===== src/rtl/frame_reorder_pkg.sv =====
package frame_reorder_pkg;

  typedef enum logic [1:0] {
    PIC_I   = 2'd0,
    PIC_P   = 2'd1,
    PIC_B   = 2'd2,
    PIC_RSV = 2'd3
  } pic_kind_e;

  // A frame is a reference unless its type is the bidirectional code.
  function automatic logic is_ref_kind(input logic [1:0] kind);
    return kind != PIC_B;
  endfunction

  // Stored-reference count after one decode; saturates at two.
  function automatic logic [1:0] ref_count_after(input logic [1:0] cnt,
                                                 input logic       adds_ref);
    logic [1:0] res;
    if (!adds_ref)        res = cnt;
    else if (cnt == 2'd2) res = 2'd2;
    else                  res = cnt + 2'd1;
    return res;
  endfunction

  // A reference decode releases something only if an earlier one is held.
  function automatic logic has_held_ref(input logic [1:0] cnt);
    return cnt != 2'd0;
  endfunction

endpackage


===== src/rtl/frame_reorder_slots.sv =====
module frame_reorder_slots
  import frame_reorder_pkg::*;
#(
  parameter int SLOT_W   = 2,
  parameter int REF_LO   = 0,
  parameter int REF_HI   = 1,
  parameter int B_SLOT   = 2
) (
  input  logic              clk,
  input  logic              rst_n,
  input  logic              ref_commit,
  input  logic              seq_close,
  output logic [SLOT_W-1:0] older_slot,
  output logic [SLOT_W-1:0] newer_slot,
  output logic [1:0]        ref_cnt
);

  localparam logic [SLOT_W-1:0] LO_IDX = REF_LO[SLOT_W-1:0];
  localparam logic [SLOT_W-1:0] HI_IDX = REF_HI[SLOT_W-1:0];
  localparam logic [SLOT_W-1:0] B_IDX  = B_SLOT[SLOT_W-1:0];

  logic [1:0] cnt_next;

  always_comb begin
    cnt_next = ref_count_after(ref_cnt, ref_commit);
    if (seq_close) cnt_next = 2'd0;
  end

  // The new reference lands in the older slot, which then becomes newest.
  always_ff @(posedge clk) begin
    if (!rst_n) begin
      older_slot <= LO_IDX;
      newer_slot <= HI_IDX;
      ref_cnt    <= 2'd0;
    end else begin
      if (ref_commit) begin
        older_slot <= newer_slot;
        newer_slot <= older_slot;
      end
      ref_cnt <= cnt_next;
    end
  end

  // the two reference roles never share a slot nor touch the B slot
  a_r5_roles_distinct: assert property (@(posedge clk) disable iff (!rst_n)
    (older_slot != newer_slot) && (older_slot != B_IDX) && (newer_slot != B_IDX));

  // a decode that is not a reference leaves the roles where they were
  a_r9_b_keeps_roles: assert property (@(posedge clk) disable iff (!rst_n)
    !ref_commit |=> $stable(older_slot) && $stable(newer_slot));

endmodule


===== src/rtl/frame_reorder_release.sv =====
module frame_reorder_release
  import frame_reorder_pkg::*;
#(
  parameter int SLOT_W = 2,
  parameter int B_SLOT = 2
) (
  input  logic              clk,
  input  logic              rst_n,
  input  logic              dec_done,
  input  logic              is_b,
  input  logic              is_last,
  input  logic [1:0]        ref_cnt,
  input  logic [SLOT_W-1:0] older_slot,
  input  logic [SLOT_W-1:0] newer_slot,
  output logic              disp_valid,
  output logic [SLOT_W-1:0] disp_slot,
  output logic              err_no_ref,
  output logic              flush_pend
);

  localparam logic [SLOT_W-1:0] B_IDX = B_SLOT[SLOT_W-1:0];

  logic              release_now;
  logic [SLOT_W-1:0] release_slot;
  logic [1:0]        cnt_after;
  logic              flush_arm;
  logic [SLOT_W-1:0] flush_target;
  logic [SLOT_W-1:0] flush_slot;

  always_comb begin
    release_now  = dec_done && (is_b || has_held_ref(ref_cnt));
    release_slot = is_b ? B_IDX : newer_slot;
    cnt_after    = ref_count_after(ref_cnt, !is_b);
    flush_arm    = dec_done && is_last && (cnt_after != 2'd0);
    // After a reference decode, the newest reference sits in the old slot.
    flush_target = is_b ? newer_slot : older_slot;
  end

  always_ff @(posedge clk) begin
    if (!rst_n) begin
      disp_valid <= 1'b0;
      disp_slot  <= '0;
      err_no_ref <= 1'b0;
      flush_pend <= 1'b0;
      flush_slot <= '0;
    end else begin
      disp_valid <= release_now || flush_pend;
      if (release_now)     disp_slot <= release_slot;
      else if (flush_pend) disp_slot <= flush_slot;
      err_no_ref <= dec_done && is_b && (ref_cnt == 2'd0);
      flush_pend <= flush_arm;
      if (flush_arm) flush_slot <= flush_target;
    end
  end

  // the end-of-sequence release needs a free cycle after the last decode
  a_r6_flush_slot_free: assert property (@(posedge clk) disable iff (!rst_n)
    flush_pend |-> !dec_done);

  // a pending end-of-sequence release appears on the next cycle
  a_r6_flush_released: assert property (@(posedge clk) disable iff (!rst_n)
    flush_pend |=> disp_valid);

  // the missing-reference flag only accompanies a release
  a_r7_err_with_release: assert property (@(posedge clk) disable iff (!rst_n)
    err_no_ref |-> disp_valid && (disp_slot == B_IDX));

endmodule


===== src/rtl/frame_reorder_ctrl.sv =====
module frame_reorder_ctrl
  import frame_reorder_pkg::*;
#(
  parameter int SLOT_W = 2,
  parameter int REF_LO = 0,
  parameter int REF_HI = 1,
  parameter int B_SLOT = 2
) (
  input  logic              clk,
  input  logic              rst_n,
  input  logic              dec_done,
  input  logic [1:0]        dec_type,
  input  logic              dec_last,
  output logic [SLOT_W-1:0] wr_slot,
  output logic              disp_valid,
  output logic [SLOT_W-1:0] disp_slot,
  output logic              err_no_ref
);

  localparam logic [SLOT_W-1:0] B_IDX = B_SLOT[SLOT_W-1:0];

  // Named internal events, brought out for the assertions.
  logic              frame_is_b;
  logic              ref_commit;
  logic              seq_close;
  logic [SLOT_W-1:0] older_slot;
  logic [SLOT_W-1:0] newer_slot;
  logic [1:0]        ref_cnt;
  logic              flush_pend;

  assign frame_is_b = !is_ref_kind(dec_type);
  assign ref_commit = dec_done && !frame_is_b;
  assign seq_close  = dec_done && dec_last;
  assign wr_slot    = frame_is_b ? B_IDX : older_slot;

  frame_reorder_slots #(
    .SLOT_W (SLOT_W),
    .REF_LO (REF_LO),
    .REF_HI (REF_HI),
    .B_SLOT (B_SLOT)
  ) u_slots (
    .clk        (clk),
    .rst_n      (rst_n),
    .ref_commit (ref_commit),
    .seq_close  (seq_close),
    .older_slot (older_slot),
    .newer_slot (newer_slot),
    .ref_cnt    (ref_cnt)
  );

  frame_reorder_release #(
    .SLOT_W (SLOT_W),
    .B_SLOT (B_SLOT)
  ) u_release (
    .clk        (clk),
    .rst_n      (rst_n),
    .dec_done   (dec_done),
    .is_b       (frame_is_b),
    .is_last    (dec_last),
    .ref_cnt    (ref_cnt),
    .older_slot (older_slot),
    .newer_slot (newer_slot),
    .disp_valid (disp_valid),
    .disp_slot  (disp_slot),
    .err_no_ref (err_no_ref),
    .flush_pend (flush_pend)
  );

  // a B decode is shown from the B slot on the next cycle
  a_r2_b_shown: assert property (@(posedge clk) disable iff (!rst_n)
    dec_done && frame_is_b |=> disp_valid && (disp_slot == B_IDX));

  // a reference decode with one held shows the previously newest slot
  a_r3_prev_ref_shown: assert property (@(posedge clk) disable iff (!rst_n)
    dec_done && !frame_is_b && (ref_cnt != 2'd0) |=>
      disp_valid && (disp_slot == $past(newer_slot)));

  // the first reference of a sequence is held silently
  a_r4_first_ref_silent: assert property (@(posedge clk) disable iff (!rst_n)
    dec_done && !frame_is_b && (ref_cnt == 2'd0) |=> !disp_valid);

  // releases only follow a decode or a pending end-of-sequence release
  a_r10_no_spurious: assert property (@(posedge clk) disable iff (!rst_n)
    disp_valid |-> $past(dec_done) || $past(flush_pend));

endmodule


===== config.mk =====
export PLATFORM = sky130hd
export DESIGN_NAME = frame_reorder_ctrl
export DESIGN_NICKNAME = d
export VERILOG_FILES = /design/src/rtl/frame_reorder_pkg.sv /design/src/rtl/frame_reorder_slots.sv /design/src/rtl/frame_reorder_release.sv /design/src/rtl/frame_reorder_ctrl.sv
export SDC_FILE = /design/constraint.sdc
export NUM_CORES = 1
export LEC_CHECK = 0
export BUFFER_PORTS_ARGS = -buffer_cell sky130_fd_sc_hd__buf_4
export CORE_MARGIN = 3
export CORE_UTILIZATION = 27
export DETAILED_ROUTE_END_ITERATION = 6
export REMOVE_ABC_BUFFERS = 1
export SLEW_MARGIN = 5
export SYNTH_ARGS = -nofsm -noshare
export SYNTH_HDL_FRONTEND = slang
export SYNTH_SLANG_ARGS = --single-unit

===== constraint.sdc =====
create_clock -name clk -period 1.55 [get_ports clk]
set_clock_uncertainty 0.1 [all_clocks]
set_input_delay 0.155 -clock clk [delete_from_list [all_inputs] [get_ports clk]]
set_output_delay 0.155 -clock clk [all_outputs]
set_load 0.02 [all_outputs]

==> results of run 1 <==
## how the worst max path moves through the flow
| stage | startpoint | end | slack (ns) | depth (start not counted) |
|---|---|---|---|---|
| 5_1_grt | u_slots.ref_cnt[0]$_SDFFE_PP0P_ | u_release.flush_slot[0]$_SDFFE_PN0P_ | 0.009 | 6 |
| 3_5_place_dp | u_slots.ref_cnt[1]$_SDFFE_PP0P_ | u_release.flush_slot[0]$_SDFFE_PN0P_ | 0.002 | 6 |
| 4_1_cts | u_slots.ref_cnt[1]$_SDFFE_PP0P_ | u_release.flush_slot[0]$_SDFFE_PN0P_ | 0.03 | 6 |
| 6_report | u_slots.ref_cnt[0]$_SDFFE_PP0P_ | u_release.flush_slot[0]$_SDFFE_PN0P_ | 0.06 | 6 |
| 3_3_place_gp | u_slots.ref_cnt[0]$_SDFFE_PP0P_ | u_release.flush_slot[0]$_SDFFE_PN0P_ | 0.06 | 6 |
| 2_1_floorplan | u_slots.ref_cnt[0]$_SDFFE_PP0P_ | u_release.flush_slot[0]$_SDFFE_PN0P_ | 0.1 | 6 |
## worst max-delay path: stages, from the launching register on
cell and delay, ns:
dfxtp_2 0.35, inv_1 0.05, ha_2 0.32, nor2_2 0.05, a211oi_4 0.29, o211ai_1 0.13, o211a_1 0.12
## synthesized netlist by cell type, types with 2 or more instances
library cell	n
dfxtp_1	13
nand2_1	6
inv_1	4
nand3_1	4
nor2b_1	4
a21boi_1	3
a22oi_1	2
nor3_1	2
o211a_1	2
o21ai_0	2
## layout make-up
| class | instances | share of cell area (%) |
|---|---|---|
| multi-input combinational | 46 | 43.95 |
| sequential | 13 | 33.44 |
| timing repair buffer | 13 | 12.42 |
| tap | 28 | 4.459 |
| clock buffer | 4 | 3.344 |
| inverter | 5 | 2.389 |
## report_power, final
group / internal (mW) / switching (mW) / leakage [nW]
Combinational: 0.0584 / 0.0727 / 0.212
Sequential: 0.351 / 0.00941 / 0.107
Clock: 0.0998 / 0.112 / 0.0150
## cell usage in the layout (no fill, tap or decap), types with 2 or more instances in the layout
master,synthesis,layout
a21boi_1,3,3
a22oi_1,2,2
buf_4,1,13
clkbuf_4,0,3
dfxtp_1,13,11
dfxtp_2,0,2
inv_1,4,4
nand2_1,6,6
nand3_1,4,4
nor2b_1,4,4
nor3_1,2,2
o211a_1,2,2
o21ai_0,2,2
## logic make-up (layout without fill, tap and decap cells)
family | Yosys count | count (layout) | synth area share, %
flip-flops | 13 | 13 | 40.39
AO/OA/AOI/OAI | 19 | 19 | 25.44
multiplexers | 1 | 1 | 1.553
AND/OR/NAND/NOR | 25 | 25 | 24.27
adder cells (fa/ha/maj) | 1 | 1 | 1.941
buffers and inverters | 8 | 22 | 6.406
## layer usage
layer / vias to the layer above / part of all wire, % / track usage (%)
met1: 255 / 44 / 13.24
li1: 268 / - / -
met3: 0 / 5.4 / 4.360
met5: - / 0 / 0
met2: 12 / 50 / 15.75
met4: 0 / 0 / 1.245
## through the flow
stage	instance area, sq um	std cells	hold WS [ns]	worst slack (ns)	power (mW)
floorplan	621.8	64	0.1169	0.09545	0.4460
detailed placement	747.0	104	0.3225	0.001675	0.4974
finish	785.8	109	0.02530	0.05691	0.7041
global route	785.8	109	0.02567	0.008813	0.7389
CTS	773.2	108	0.02598	0.02595	0.7102
global placement	747.0	104	0.3060	0.06202	0.4941
## registers in the layout, indices dropped and copies added (netlist names)
name and flops:
u_release.err_no_ref 1, u_slots.newer_slot 2, u_slots.ref_cnt 2, u_release.disp_valid 1, u_release.disp_slot 2, u_release.flush_pend 1
u_slots.older_slot 2, u_release.flush_slot 2
## what timing repair did
action | in CTS | in global routing
pin swaps | 1 | 3
buffers inserted | 0 | 1
gates resized for setup | 0 | 3
endpoints found under the setup margin | 1 | 2
==> results.json, run 1 <==
{
  "outcome": "complete, no violations",
  "worstHoldStart": "rst_n",
  "ys_ff_latch": 13,
  "postCtsHoldBufs": 0,
  "fill_cells": 238,
  "powerDensity_nw_per_um2": 896.0,
  "crit_type": "register to register",
  "die_w_microns": 54.85,
  "hpwl_microns": 996.9,
  "finalCritPeriodShare_pct": 96.33,
  "vias_per_cell": 4.908,
  "clk_latency_ns": 0.28,
  "grt_pass1_wl_microns": 2166,
  "final_core_util_pct": 35.18,
  "ant_nets": 0,
  "grt_max_degree": 14,
  "wire_per_inst_microns": 12.46,
  "syn_avg_cell_area_sq_um": 9.617,
  "n_antenna_cell": 0,
  "start_util_pct": 28.85,
  "cts_buffers": 3,
  "synth_top_area_share_pct": 40.39,
  "grt_util_all_layers_pct": 10.14,
  "clk_path_buf_depth": 2,
  "path_clk_slew_ns": 0.09,
  "cts_tree": "built",
  "whs_endpoint": "u_slots.newer_slot[0]$_SDFFE_PN1P_",
  "drc": 0,
  "seq_area_sq_um": 262.8,
  "yosysWarnings": 0,
  "rsz0062_at_grt": "no",
  "r2r_slack_ns": 0.06,
  "synth-edff-count": 0,
  "vdd_drop_max_v": 0.0006572,
  "async_flop_share_pct": 0,
  "slew_violations": 0,
  "cp_max_fo": 4,
  "fin_nets": 89,
  "die_h_microns": 54.85,
  "tns_ns": 0,
  "vias": 535,
  "synth_seq_area_share_pct": 40.39,
  "num_io_pins": 12,
  "setup_violations": 0,
  "reg2reg_depth": 6,
  "arrival_ns": 1.58,
  "hold_viol_final": 0,
  "grt.overflow.total": 0,
  "cts_sinks": 13,
  "wl_microns": 1358,
  "design.die.area_sq_um": 3009,
  "multi_input_area_sq_um": 345.3,
  "drt_pass1_iterations": 3,
  "fin_crit_ns": 1.493,
  "relSlewSlack_pct": 73.64,
  "synth_top_cell_by_area": "dfxtp_1",
  "netlist_instances": 67,
  "ys_types": 35,
  "p_leak_nw": 0.3346,
  "hp-class": "input port to register",
  "r2r_start": "u_slots.ref_cnt[0]$_SDFFE_PP0P_",
  "reg2reg_to": "u_release.flush_slot[0]$_SDFFE_PN0P_",
  "synth_ff_type": "dfxtp_1",
  "htree_levels": 1,
  "startpoint_type": "register",
  "synth_area_sq_um": 644.4,
  "drv_cap": 0,
  "timing.fmax_mhz": 669.8,
  "ctsRootBufferMaster": "clkbuf_4",
  "placementRows": 17,
  "gp_congestion": 0.7479,
  "drive_gt1_share_pct": 33.33,
  "drtIter0Drc": 10,
  "crit_path_end_kind": "register",
  "holdPathStages": 2,
  "io_buffers": 11,
  "grt_pass1_vias": 489,
  "core_area_sq_um": 2233,
  "antenna_found_initial": 0,
  "worst_ep_required_time_ns": 1.63,
  "ys_top_cells_by_area": "dfxtp_1 (40%), nor2b_1 (3.9%), a21boi_1 (3.5%)",
  "syn_to_final_growth_pct": 21.94,
  "worst_pin_slew_ns": 0.3944
}
Note: power is estimated with default switching activity, not from simulation.
==> inputs of run 2 (changes only) <==
--- a/config.mk
+++ b/config.mk
@@ -7,8 +7,9 @@
 export LEC_CHECK = 0
 export BUFFER_PORTS_ARGS = -buffer_cell sky130_fd_sc_hd__buf_4
 export CORE_MARGIN = 3
-export CORE_UTILIZATION = 27
+export CORE_UTILIZATION = 46
 export DETAILED_ROUTE_END_ITERATION = 6
+export PLACE_DENSITY_LB_ADDON = 0.08
 export REMOVE_ABC_BUFFERS = 1
 export SLEW_MARGIN = 5
 export SYNTH_ARGS = -nofsm -noshare
==> run 2 against run 1 <==
  * Maximum frequency rose by 3.6%
  * Hold slack worse by 0.0035 ns
  * First-iteration DRC count decreased by 80%
  * Non-clock buffer count grew 1
  * Flip-flop and latch count unchanged
  * Sequential share of layout area decreased by 0.16 points
  * Final area is the same
  * Via count decreased by 2.2%
  * Critical path type unchanged
  * Largest power group unchanged
==> results.json, run 2 (synthesis results as in run 1) <==
{
  "outcome": "complete, no violations",
  "grt.overflow.total": 0,
  "wire_per_inst_microns": 13.38,
  "path_clk_slew_ns": 0.08,
  "fin_crit_ns": 1.441,
  "clk_path_buf_depth": 2,
  "cp_max_fo": 4,
  "crit_type": "register to register",
  "design_area_sq_um": 785.8,
  "vias": 523,
  "cts_buffers": 3,
  "grt_util_all_layers_pct": 14.21,
  "io_buffers": 11,
  "die_h_microns": 43.43,
  "num_io_pins": 12,
  "drv_cap": 0,
  "clk_latency_ns": 0.28,
  "vias_per_cell": 5.448,
  "htree_levels": 1,
  "start_util_pct": 53.65,
  "cts_tree": "built",
  "relSlewSlack_pct": 72.17,
  "postCtsSetupBuffers": 0,
  "powerDensity_nw_per_um2": 894.9,
  "die_w_microns": 43.43,
  "worst_pin_slew_ns": 0.4163,
  "worst_ep_required_time_ns": 1.63,
  "hp-class": "input port to register",
  "placed_area_sq_um": 744.5,
  "hpwl_microns": 903.5,
  "core_area_sq_um": 1201,
  "timing.fmax_mhz": 694.1,
  "layout_common_cells": "buf_4 (14), dfxtp_1 (12), nand2_1 (6)",
  "drc": 0,
  "grt_max_degree": 14,
  "timing.hold.ws_ns": 0.02183,
  "p_leak_nw": 0.3462,
  "cts_sinks": 13,
  "arrival_ns": 1.52,
  "setup_violations": 0,
  "wl_microns": 1284,
  "drt_pass1_iterations": 5,
  "slowest_delay_ns": 0.34,
  "ctsRootBufferMaster": "clkbuf_4",
  "syn_to_final_growth_pct": 21.94,
  "finalCritPeriodShare_pct": 92.95,
  "final_core_util_pct": 65.42,
  "startpoint_type": "register",
  "drive_gt1_share_pct": 34.15,
  "drtIter0Drc": 2,
  "hold_viol_final": 0,
  "n_antenna_cell": 0,
  "grt_pass1_wl_microns": 1973,
  "slowest_stage": "dfxtp_1",
  "fin_nets": 90,
  "gp_congestion": 0.7771,
  "crit_path_end_kind": "register",
  "placementRows": 12,
  "grt_pass1_vias": 479,
  "final_common_cell": "buf_4",
  "design.die.area_sq_um": 1886,
  "ant_nets": 0,
  "slew_violations": 0,
  "antenna_found_initial": 0,
  "vdd_drop_max_v": 0.0005734,
  "crit_chain": "inv_1 -> ha_4 -> nor2_2 -> a211oi_4 -> o211ai_1 -> o211a_1"
}
-- run 2: cell types whose count changed in the layout (fill, tap and decap cells not counted), sizes merged --
cell and change:
clkinv +1, clkbuf -1, buf +1
-- run 2: final timing paths --
kind / start / endpoint / slack [ns] / cells past startpoint
worst min register to register: u_slots.older_slot[1]$_SDFFE_PN0P_ / u_slots.newer_slot[1]$_SDFFE_PN0P_ / 0.40 / 2
worst max-delay path: u_slots.ref_cnt[1]$_SDFFE_PP0P_ / u_release.flush_slot[0]$_SDFFE_PN0P_ / 0.11 / 6
worst min-delay path: rst_n / u_slots.newer_slot[0]$_SDFFE_PN1P_ / 0.02 / 2
worst max register to register: u_slots.ref_cnt[1]$_SDFFE_PP0P_ / u_release.flush_slot[0]$_SDFFE_PN0P_ / 0.11 / 6
-- run 2: cell type report --
cell class	count	area (sq um)
multi-input combinational	46	355.3
tap	14	17.52
timing repair buffer	14	105.1
sequential	13	261.5
clock buffer	3	22.52
inverter	5	18.77
clock inverter	1	5.005
fill	107	415.4
-- run 2: report_power, final --
part           internal, mW  leakage [nW]  switching (mW)
Clock                0.0957        0.0177           0.112
Sequential            0.351         0.107         0.00886
Combinational        0.0626         0.222          0.0730
-- run 2: repair_timing --
| item | CTS | global route |
|---|---|---|
| setup endpoints to repair | 0 | 2 |
| gates resized for setup | 0 | 2 |
| hold buffers | 0 | 0 |
-- run 2: worst max-delay path, delay by kind of cell (launching register included) --
| family | cells | cell delay, ns |
|---|---|---|
| AOI/OAI and AO/OA | 3 | 0.51 |
| adders and majority gates | 1 | 0.27 |
| DFF | 1 | 0.34 |
| buffers and inverters | 1 | 0.07 |
| and+or+nand+nor | 1 | 0.05 |
-- run 2: per-layer routing --
layer | wire (microns) | part of all wire (%) | vias up | track usage [%]
met1 | 622 | 48 | 237 | 15.71
met5 | 0 | 0 | - | 0
met2 | 579 | 45 | 14 | 23.89
li1 | - | - | 270 | -
met4 | 8 | 0.62 | 0 | 3.614
met3 | 74 | 5.8 | 2 | 7.469
-- run 2: through the flow --
step | total power, mW | TNS, ns | instances | setup WS (ns)
2_1_floorplan | 0.4460 | 0 | 64 | 0.09545
3_3_place_gp | 0.4970 | 0 | 92 | 0.06535
3_5_place_dp | 0.4981 | 0 | 92 | 0.02567
4_1_cts | 0.7055 | 0 | 96 | 0.01072
5_1_grt | 0.7459 | -0.008452 | 96 | -0.008452
6_report | 0.7032 | 0 | 96 | 0.1093
